[config.mk]
export PLATFORM = sky130hd
export DESIGN_NAME = cable_refl_seq
export DESIGN_NICKNAME = d
export VERILOG_FILES = /design/src/rtl/crs_pkg.sv /design/src/rtl/crs_cfg_regs.sv /design/src/rtl/crs_timebase.sv /design/src/rtl/crs_fsm.sv /design/src/rtl/cable_refl_seq.sv
export SDC_FILE = /design/constraint.sdc
export NUM_CORES = 1
export LEC_CHECK = 0
export BUFFER_PORTS_ARGS = -buffer_cell sky130_fd_sc_hd__buf_2
export CORE_MARGIN = 2
export CORE_UTILIZATION = 30
export CTS_BUF_LIST = sky130_fd_sc_hd__clkbuf_8
export DETAILED_ROUTE_END_ITERATION = 10
export GPL_TIMING_DRIVEN = 0
export SLEW_MARGIN = 25
export SYNTH_ARGS = -nofsm -noshare
export SYNTH_HDL_FRONTEND = slang
export SYNTH_HIERARCHICAL = 1
export SYNTH_SLANG_ARGS = --single-unit
export TNS_END_PERCENT = 30
[constraint.sdc]
create_clock -name clk -period 5.1 [get_ports clk]
set_input_delay 0.765 -clock clk [delete_from_list [all_inputs] [get_ports clk]]
set_output_delay 0.765 -clock clk [all_outputs]
set_load 0.005 [all_outputs]
[src/rtl/crs_pkg.sv]
package crs_pkg;
  localparam int DATA_W = 16;
  localparam int ADDR_W = 3;
  localparam int LOC_W  = 10;

  typedef enum logic [2:0] {
    PH_IDLE   = 3'd0,
    PH_PRE    = 3'd1,
    PH_TX     = 3'd2,
    PH_POST   = 3'd3,
    PH_FORCED = 3'd4
  } phase_t;

  typedef enum logic [1:0] {
    RES_OK    = 2'd0,
    RES_OPEN  = 2'd1,
    RES_SHORT = 2'd2,
    RES_FAIL  = 2'd3
  } result_t;

  typedef struct packed {
    logic             det;
    logic             sign;
    logic [LOC_W-1:0] loc;
  } fault_t;

  // register map
  localparam logic [ADDR_W-1:0] A_CTRL  = 3'd0;
  localparam logic [ADDR_W-1:0] A_CFG1  = 3'd1;
  localparam logic [ADDR_W-1:0] A_CFG2  = 3'd2;
  localparam logic [ADDR_W-1:0] A_DUR   = 3'd3;
  localparam logic [ADDR_W-1:0] A_FAULT = 3'd4;
  localparam logic [ADDR_W-1:0] A_RST   = 3'd5;

  // bit positions
  localparam int B_START = 15;
  localparam int B_DONE  = 1;
  localparam int B_FAIL  = 0;
  localparam int B_LEVEL = 12;
  localparam int B_HWRST = 15;
  localparam int B_SWRST = 14;
  localparam int B_PKDET = 11;
  localparam int B_PKSGN = 10;
  localparam int F_POST  = 2;
  localparam int F_PRE   = 0;
  localparam int F_TEND  = 8;
  localparam int F_TSTRT = 0;
endpackage

[src/rtl/crs_cfg_regs.sv]
module crs_cfg_regs
  import crs_pkg::*;
#(
  parameter int TAP_W     = 7,
  parameter int DUR_W     = 16,
  parameter int DUR_DEF   = 16000,
  parameter int TEND_DEF  = 36,
  parameter int TSTRT_DEF = 4
) (
  input  logic              clk,
  input  logic              rst,
  input  logic              wr_en,
  input  logic [ADDR_W-1:0] wr_addr,
  input  logic [DATA_W-1:0] wr_data,
  output logic              level_q,
  output logic [1:0]        pre_code_q,
  output logic [1:0]        post_code_q,
  output logic [TAP_W-1:0]  tap_start_q,
  output logic [TAP_W-1:0]  tap_end_q,
  output logic [DUR_W-1:0]  dur_q,
  output logic              start_req,
  output logic              abort_req
);
  logic rst_wr, hard_wr;

  assign rst_wr    = wr_en && (wr_addr == A_RST);
  assign hard_wr   = rst_wr && wr_data[B_HWRST];
  assign abort_req = rst_wr && (wr_data[B_HWRST] || wr_data[B_SWRST]);
  assign start_req = wr_en && (wr_addr == A_CTRL) && wr_data[B_START];

  always_ff @(posedge clk) begin
    if (rst || hard_wr) begin
      level_q     <= 1'b0;
      pre_code_q  <= 2'd0;
      post_code_q <= 2'd0;
      tap_start_q <= TAP_W'(TSTRT_DEF);
      tap_end_q   <= TAP_W'(TEND_DEF);
      dur_q       <= DUR_W'(DUR_DEF);
    end else if (wr_en) begin
      case (wr_addr)
        A_CFG1: begin
          level_q     <= wr_data[B_LEVEL];
          post_code_q <= wr_data[F_POST +: 2];
          pre_code_q  <= wr_data[F_PRE +: 2];
        end
        A_CFG2: begin
          tap_end_q   <= wr_data[F_TEND +: TAP_W];
          tap_start_q <= wr_data[F_TSTRT +: TAP_W];
        end
        A_DUR:   dur_q <= wr_data[DUR_W-1:0];
        default: ;
      endcase
    end
  end
endmodule

[src/rtl/crs_timebase.sv]
module crs_timebase #(
  parameter int CLK_PER_US = 125,
  parameter int CNT_W      = 20
) (
  input  logic             clk,
  input  logic             rst,
  input  logic             load,
  input  logic [CNT_W-1:0] load_val,
  output logic             expired
);
  localparam int PS_W = (CLK_PER_US > 1) ? $clog2(CLK_PER_US) : 1;

  logic [PS_W-1:0]  ps_q;
  logic [CNT_W-1:0] cnt_q;
  logic             us_tick;

  assign us_tick = (ps_q == PS_W'(CLK_PER_US - 1));
  assign expired = (cnt_q == '0);

  // prescaler runs freely, realigned whenever a phase loads its length
  always_ff @(posedge clk) begin
    if (rst) begin
      ps_q  <= '0;
      cnt_q <= '0;
    end else if (load) begin
      ps_q  <= '0;
      cnt_q <= load_val;
    end else begin
      ps_q <= us_tick ? '0 : ps_q + 1'b1;
      if (us_tick && !expired) cnt_q <= cnt_q - 1'b1;
    end
  end
endmodule

[src/rtl/crs_fsm.sv]
module crs_fsm
  import crs_pkg::*;
#(
  parameter int CLK_PER_US = 125,
  parameter int US_PER_MS  = 1000,
  parameter int DUR_W      = 16
) (
  input  logic             clk,
  input  logic             rst,
  input  logic             start_req,
  input  logic             abort_req,
  input  logic [1:0]       pre_code,
  input  logic [1:0]       post_code,
  input  logic [DUR_W-1:0] dur,
  input  logic             peak_valid,
  input  logic             peak_det,
  input  logic             peak_sign,
  input  logic [LOC_W-1:0] peak_loc,
  input  logic             link_act,
  output phase_t           phase_q,
  output logic             done_q,
  output logic             fail_q,
  output result_t          result_q,
  output fault_t           fault_q
);
  localparam int SIL_MAX = 1000 * US_PER_MS;
  localparam int DUR_MAX = (1 << DUR_W) - 1;
  localparam int TMR_MAX = (SIL_MAX > DUR_MAX) ? SIL_MAX : DUR_MAX;
  localparam int TMR_W   = $clog2(TMR_MAX + 1);

  function automatic logic [TMR_W-1:0] sil_us(input logic [1:0] code);
    case (code)
      2'd0:    return '0;
      2'd1:    return TMR_W'(10 * US_PER_MS);
      2'd2:    return TMR_W'(100 * US_PER_MS);
      default: return TMR_W'(1000 * US_PER_MS);
    endcase
  endfunction

  phase_t           ph_d;
  logic             load, expired, accept, fin_ok, fin_fail;
  logic [TMR_W-1:0] load_val;
  result_t          res_ok;

  crs_timebase #(.CLK_PER_US(CLK_PER_US), .CNT_W(TMR_W)) u_tb (
    .clk     (clk),
    .rst     (rst),
    .load    (load),
    .load_val(load_val),
    .expired (expired)
  );

  always_comb begin
    ph_d     = phase_q;
    load     = 1'b0;
    load_val = '0;
    accept   = 1'b0;
    fin_ok   = 1'b0;
    fin_fail = 1'b0;
    if (abort_req) begin
      ph_d = PH_IDLE;
    end else begin
      case (phase_q)
        PH_IDLE, PH_FORCED: if (start_req) begin
          ph_d     = PH_PRE;
          load     = 1'b1;
          load_val = sil_us(pre_code);
          accept   = 1'b1;
        end
        PH_PRE: if (link_act) begin
          ph_d     = PH_IDLE;
          fin_fail = 1'b1;
        end else if (expired) begin
          ph_d     = PH_TX;
          load     = 1'b1;
          load_val = TMR_W'(dur);
        end
        PH_TX: if (expired) begin
          ph_d     = PH_POST;
          load     = 1'b1;
          load_val = sil_us(post_code);
        end
        PH_POST: if (link_act) begin
          ph_d     = PH_IDLE;
          fin_fail = 1'b1;
        end else if (expired) begin
          ph_d   = PH_FORCED;
          fin_ok = 1'b1;
        end
        default: ph_d = PH_IDLE;
      endcase
    end
  end

  always_comb begin
    if (!fault_q.det)      res_ok = RES_OK;
    else if (fault_q.sign) res_ok = RES_OPEN;
    else                   res_ok = RES_SHORT;
  end

  always_ff @(posedge clk) begin
    if (rst) begin
      phase_q  <= PH_IDLE;
      done_q   <= 1'b0;
      fail_q   <= 1'b0;
      result_q <= RES_OK;
      fault_q  <= '0;
    end else begin
      phase_q <= ph_d;
      if (abort_req) begin
        done_q   <= 1'b0;
        fail_q   <= 1'b0;
        result_q <= RES_OK;
      end else if (accept) begin
        done_q   <= 1'b0;
        fail_q   <= 1'b0;
        result_q <= RES_OK;
        fault_q  <= '0;
      end else if (fin_fail) begin
        done_q   <= 1'b1;
        fail_q   <= 1'b1;
        result_q <= RES_FAIL;
      end else if (fin_ok) begin
        done_q   <= 1'b1;
        result_q <= res_ok;
      end else if (phase_q == PH_TX && peak_valid) begin
        fault_q <= '{det: peak_det, sign: peak_sign, loc: peak_loc};
      end
    end
  end
endmodule

[src/rtl/cable_refl_seq.sv]
module cable_refl_seq
  import crs_pkg::*;
#(
  parameter int CLK_PER_US = 125,
  parameter int US_PER_MS  = 1000,
  parameter int DUR_DEF    = 16000,
  parameter int TEND_DEF   = 36,
  parameter int TSTRT_DEF  = 4
) (
  input  logic        clk,
  input  logic        rst,
  input  logic        reg_wr,
  input  logic [2:0]  reg_addr,
  input  logic [15:0] reg_wdata,
  input  logic [2:0]  reg_raddr,
  output logic [15:0] reg_rdata,
  input  logic        peak_valid,
  input  logic        peak_det,
  input  logic        peak_sign,
  input  logic [9:0]  peak_loc,
  input  logic        link_act,
  output logic        tx_enable,
  output logic        tx_level,
  output logic        forced_link,
  output logic [2:0]  phase,
  output logic [6:0]  tap_start,
  output logic [6:0]  tap_end,
  output logic        test_done,
  output logic        test_fail,
  output logic [1:0]  result
);
  localparam int TAP_W = 7;
  localparam int DUR_W = 16;

  logic             level_q, start_req, abort_req;
  logic [1:0]       pre_code, post_code;
  logic [DUR_W-1:0] dur_q;
  phase_t           phase_q;
  result_t          result_q;
  fault_t           fault_q;
  logic             done_q, fail_q;

  crs_cfg_regs #(
    .TAP_W(TAP_W), .DUR_W(DUR_W), .DUR_DEF(DUR_DEF),
    .TEND_DEF(TEND_DEF), .TSTRT_DEF(TSTRT_DEF)
  ) u_cfg (
    .clk        (clk),
    .rst        (rst),
    .wr_en      (reg_wr),
    .wr_addr    (reg_addr),
    .wr_data    (reg_wdata),
    .level_q    (level_q),
    .pre_code_q (pre_code),
    .post_code_q(post_code),
    .tap_start_q(tap_start),
    .tap_end_q  (tap_end),
    .dur_q      (dur_q),
    .start_req  (start_req),
    .abort_req  (abort_req)
  );

  crs_fsm #(
    .CLK_PER_US(CLK_PER_US), .US_PER_MS(US_PER_MS), .DUR_W(DUR_W)
  ) u_fsm (
    .clk       (clk),
    .rst       (rst),
    .start_req (start_req),
    .abort_req (abort_req),
    .pre_code  (pre_code),
    .post_code (post_code),
    .dur       (dur_q),
    .peak_valid(peak_valid),
    .peak_det  (peak_det),
    .peak_sign (peak_sign),
    .peak_loc  (peak_loc),
    .link_act  (link_act),
    .phase_q   (phase_q),
    .done_q    (done_q),
    .fail_q    (fail_q),
    .result_q  (result_q),
    .fault_q   (fault_q)
  );

  assign tx_enable   = (phase_q == PH_TX);
  assign forced_link = (phase_q == PH_FORCED);
  assign tx_level    = level_q;
  assign phase       = phase_q;
  assign test_done   = done_q;
  assign test_fail   = fail_q;
  assign result      = result_q;

  always_ff @(posedge clk) begin
    if (rst) begin
      reg_rdata <= '0;
    end else begin
      reg_rdata <= '0;
      case (reg_raddr)
        A_CTRL: begin
          reg_rdata[B_DONE] <= done_q;
          reg_rdata[B_FAIL] <= fail_q;
        end
        A_CFG1: begin
          reg_rdata[B_LEVEL]      <= level_q;
          reg_rdata[F_POST +: 2]  <= post_code;
          reg_rdata[F_PRE +: 2]   <= pre_code;
        end
        A_CFG2: begin
          reg_rdata[F_TEND +: TAP_W]  <= tap_end;
          reg_rdata[F_TSTRT +: TAP_W] <= tap_start;
        end
        A_DUR: reg_rdata <= dur_q;
        A_FAULT: begin
          reg_rdata[B_PKDET]     <= fault_q.det;
          reg_rdata[B_PKSGN]     <= fault_q.sign;
          reg_rdata[LOC_W-1:0]   <= fault_q.loc;
        end
        default: ;
      endcase
    end
  end
endmodule

==> flow_metrics.env <==
export IMPL_drt_iter0_drc=254
export IMPL_yosysSeqAreaShare=0.3846
export IMPL_irDropWorstVdd_mv=0.1240
export IMPL_totalWireLength_um=14420
export IMPL_wl_met2_um=6810
export IMPL_io_pins=79
export IMPL_place_congestion=0.8282
export IMPL_cp_start_kind="register"
export IMPL_numCtsBuffers=9
export IMPL_end_kind="register"
export IMPL_power_share_combinational=0.130
export IMPL_topRoutingLayerUsed="met4"
export IMPL_synth_edff_count=0
export IMPL_reg2reg_depth=15
export IMPL_async_flop_share=0
export IMPL_r2r_end="u_fsm/u_tb/ps_q[6]$_SDFF_PP0_"
export IMPL_yosys_warnings=6
export IMPL_max_freq_mhz=265.4
export IMPL_synth_area_top_cells="dfxtp_1 38%, nand2_1 5.7%, a21oi_1 4.9%, nor2_1 3.6%, ha_1 3.0%"
export IMPL_crit_fanout=10
export IMPL_ys_flop_type="dfxtp_1"
export IMPL_start_util=0.3055
export IMPL_final_common_cell="dfxtp_1"
export IMPL_synthDistinctLibCells=76
export IMPL_drive_above_1_share=0.2451
export IMPL_die_h_um=133.7
export IMPL_port_buffers=77
export IMPL_clock_root_buffer="clkbuf_8"
export IMPL_synth_seq_cells=97
export IMPL_rsz0062_at_grt="no"
export IMPL_postCtsSetupBuffers=0
export IMPL_cts_sinks=97
export IMPL_overflow=0
export IMPL_min_from="u_fsm/u_tb/ps_q[0]$_SDFF_PP0_"
export IMPL_cellInternalPower_mw=1.063
export IMPL_critPathArrivalTime_ns=4.03
export IMPL_r2r_slack_ns=1.33
export IMPL_ant_nets=0
export IMPL_holdPathStages=1
export IMPL_clockPowerShare=0.339
export IMPL_cap_violations=0
export IMPL_grt_pass1_vias=4307
export IMPL_yosys_area_top_type="dfxtp_1"
export IMPL_timing_hold_violations_final=0
export IMPL_vias=4465
export IMPL_syn_to_final_growth_pct=17.30
export IMPL_rows=47
export IMPL_die_area_um2=17880
export IMPL_viasPerCell=5.045
export IMPL_switching_share=0.2851
export IMPL_grt_pass1_wl_um=23140
export IMPL_required_ns=5.36
export IMPL_status="finished clean"
export IMPL_clockBufferDepth=2
export IMPL_syn_area_um2=5049
export IMPL_wl_met3_um=582
export IMPL_antenna_found_initial=0
export IMPL_fin_crit_sh=0.7387
export IMPL_reg2reg_from="u_fsm/u_tb/cnt_q[0]$_SDFFE_PP0P_"
export IMPL_power_total_mw=1.487
export IMPL_cts_hold_fix_buffers=0
export IMPL_whs_ns=0.4735
export IMPL_setup_violations=0
export IMPL_fp_dieW_um=133.7
export IMPL_cts_resized=0
export IMPL_drt_met1_wl_um=6783
export IMPL_utilization=0.3584
export IMPL_antennaDiodeCount=0
export IMPL_worstSetupPathType="register to register"
export IMPL_nets=711
export IMPL_hp_class="register to register"
export IMPL_power_density_nw_per_um2=251.0
export IMPL_worst_slew_pin_slew_ns=0.6148
export IMPL_synth_top_area_share=0.3846
export IMPL_p_leak_nw=2.331
export IMPL_report_final_slew_viol_count=0
export IMPL_grt_max_degree=18
export IMPL_syn_inst=570
export IMPL_maxSlewHeadroom=0.5870
export IMPL_cts_tree="done"
export IMPL_clkLatencyLatePin_ns=0.38
export IMPL_routedWlPerCell_um=16.29
export IMPL_synth_fp_nets=621
export IMPL_mostFrequentLayoutCells="97 x dfxtp_1, 89 x buf_2, 76 x nand2_1"
export IMPL_dr_pass1_iters=5
export IMPL_drc=0
export IMPL_skew_ns=0.01043
export IMPL_hpwl_um=10950
export IMPL_coreArea_um2=16520
export IMPL_synth_area_per_cell_um2=8.857
export IMPL_gr_usage_all_layers=0.1637
export IMPL_htreeDepth=3
export IMPL_p_seq_frac=0.531
export IMPL_path_clk_slew_ns=0.09
export IMPL_fin_crit_ns=3.767
export IMPL_min_to="u_fsm/u_tb/ps_q[0]$_SDFF_PP0_"
export IMPL_power_switching_mw=0.4238
export IMPL_tns_ns=0
==> how the worst max path moves through the flow <==
stage / start / endpoint / slack (ns) / depth (start not counted)
2_1_floorplan: reg_addr[0] / u_fsm/u_tb/ps_q[2]$_SDFF_PP0_ / 1.60 / 11
3_3_place_gp: reg_addr[0] / u_fsm/u_tb/ps_q[2]$_SDFF_PP0_ / 0.12 / 12
3_5_place_dp: u_fsm/u_tb/cnt_q[0]$_SDFFE_PP0P_ / u_fsm/u_tb/ps_q[5]$_SDFF_PP0_ / 1.34 / 15
4_1_cts: u_fsm/u_tb/cnt_q[0]$_SDFFE_PP0P_ / u_fsm/u_tb/ps_q[6]$_SDFF_PP0_ / 1.31 / 15
5_1_grt: u_fsm/u_tb/cnt_q[0]$_SDFFE_PP0P_ / u_fsm/u_tb/ps_q[3]$_SDFF_PP0_ / 0.90 / 15
6_report: u_fsm/u_tb/cnt_q[0]$_SDFFE_PP0P_ / u_fsm/u_tb/ps_q[6]$_SDFF_PP0_ / 1.33 / 15
==> registers in the layout (all words and copies together), names as in the netlist, 3 cells and up <==
| register | count |
|---|---|
| u_fsm/u_tb/cnt_q | 20 |
| reg_rdata | 16 |
| u_cfg/dur_q | 16 |
| u_fsm/fault_q | 12 |
| u_cfg/tap_end_q | 7 |
| u_cfg/tap_start_q | 7 |
| u_fsm/u_tb/ps_q | 7 |
| u_fsm/phase_q | 3 |
==> per-stage QoR <==
| step | worst slack, ns | instance area, um2 | instances |
|---|---|---|---|
| after floorplan | 1.604 | 5049 | 570 |
| after global placement | 0.1206 | 5709 | 867 |
| after detailed placement | 1.345 | 5725 | 869 |
| after CTS | 1.310 | 5922 | 885 |
| after global routing | 0.9043 | 5922 | 885 |
| final | 1.333 | 5922 | 885 |
==> Yosys cell counts (all sizes together), types with 13 or more instances <==
cell / number
a21oi: 50
nand2: 77
buf: 26
a211oi: 15
nand3: 28
xnor2: 13
nor2: 48
inv: 17
o21ai: 20
dfxtp: 97
a22oi: 13
==> power by group through the flow <==
stage / clock network (mW) / logic [mW] / registers (mW)
3_5_place_dp: 0 / 0.193 / 0.807
6_report: 0.504 / 0.194 / 0.789
4_1_cts: 0.521 / 0.194 / 0.790
2_1_floorplan: 0 / 0.128 / 0.803
3_3_place_gp: 0 / 0.193 / 0.807
5_1_grt: 0.548 / 0.214 / 0.792
==> final cells by class <==
| cell class | instances | area [um2] |
|---|---|---|
| Buffer | 38 | 246.5 |
| Clock buffer | 11 | 151.4 |
| Clock inverter | 5 | 45.04 |
| Fill cell | 1710 | 10600 |
| Inverter | 17 | 63.81 |
| Multi-Input combinational cell | 418 | 2803 |
| Sequential cell | 97 | 1942 |
| Tap cell | 220 | 275.3 |
| Timing Repair Buffer | 79 | 395.4 |
==> metal layers <==
layer  vias up  GRT usage
met2       101     0.2735
li1       2227          -
met3        12    0.03082
met1      2125     0.2152
met5         -          0
met4         0    0.04669
==> worst max-delay path, stage by stage (launching register included) <==
cell and delay (ns):
dfxtp_1 0.33, inv_1 0.10, ha_1 0.16, nor2b_2 0.38
and3b_1 0.20, buf_2 0.23, and2_1 0.33, nor3b_1 0.25
buf_2 0.23, nand2_1 0.07, a21oi_1 0.14, clkbuf_1 0.35
inv_1 0.16, clkbuf_1 0.30, nand3_1 0.33, nor2_1 0.08
==> cell families (layout without fill, tap and decap cells) <==
kind of cell	Yosys count	in the layout	share of synthesized area
simple gates	230	230	0.2582
compound gates	140	140	0.1958
flops	97	97	0.3846
buf+inv	55	150	0.06146
mux	20	20	0.04238
xor+xnor	16	16	0.02776
fa+ha+maj	12	12	0.02974
No activity file was read; power rests on OpenSTA's default activity.
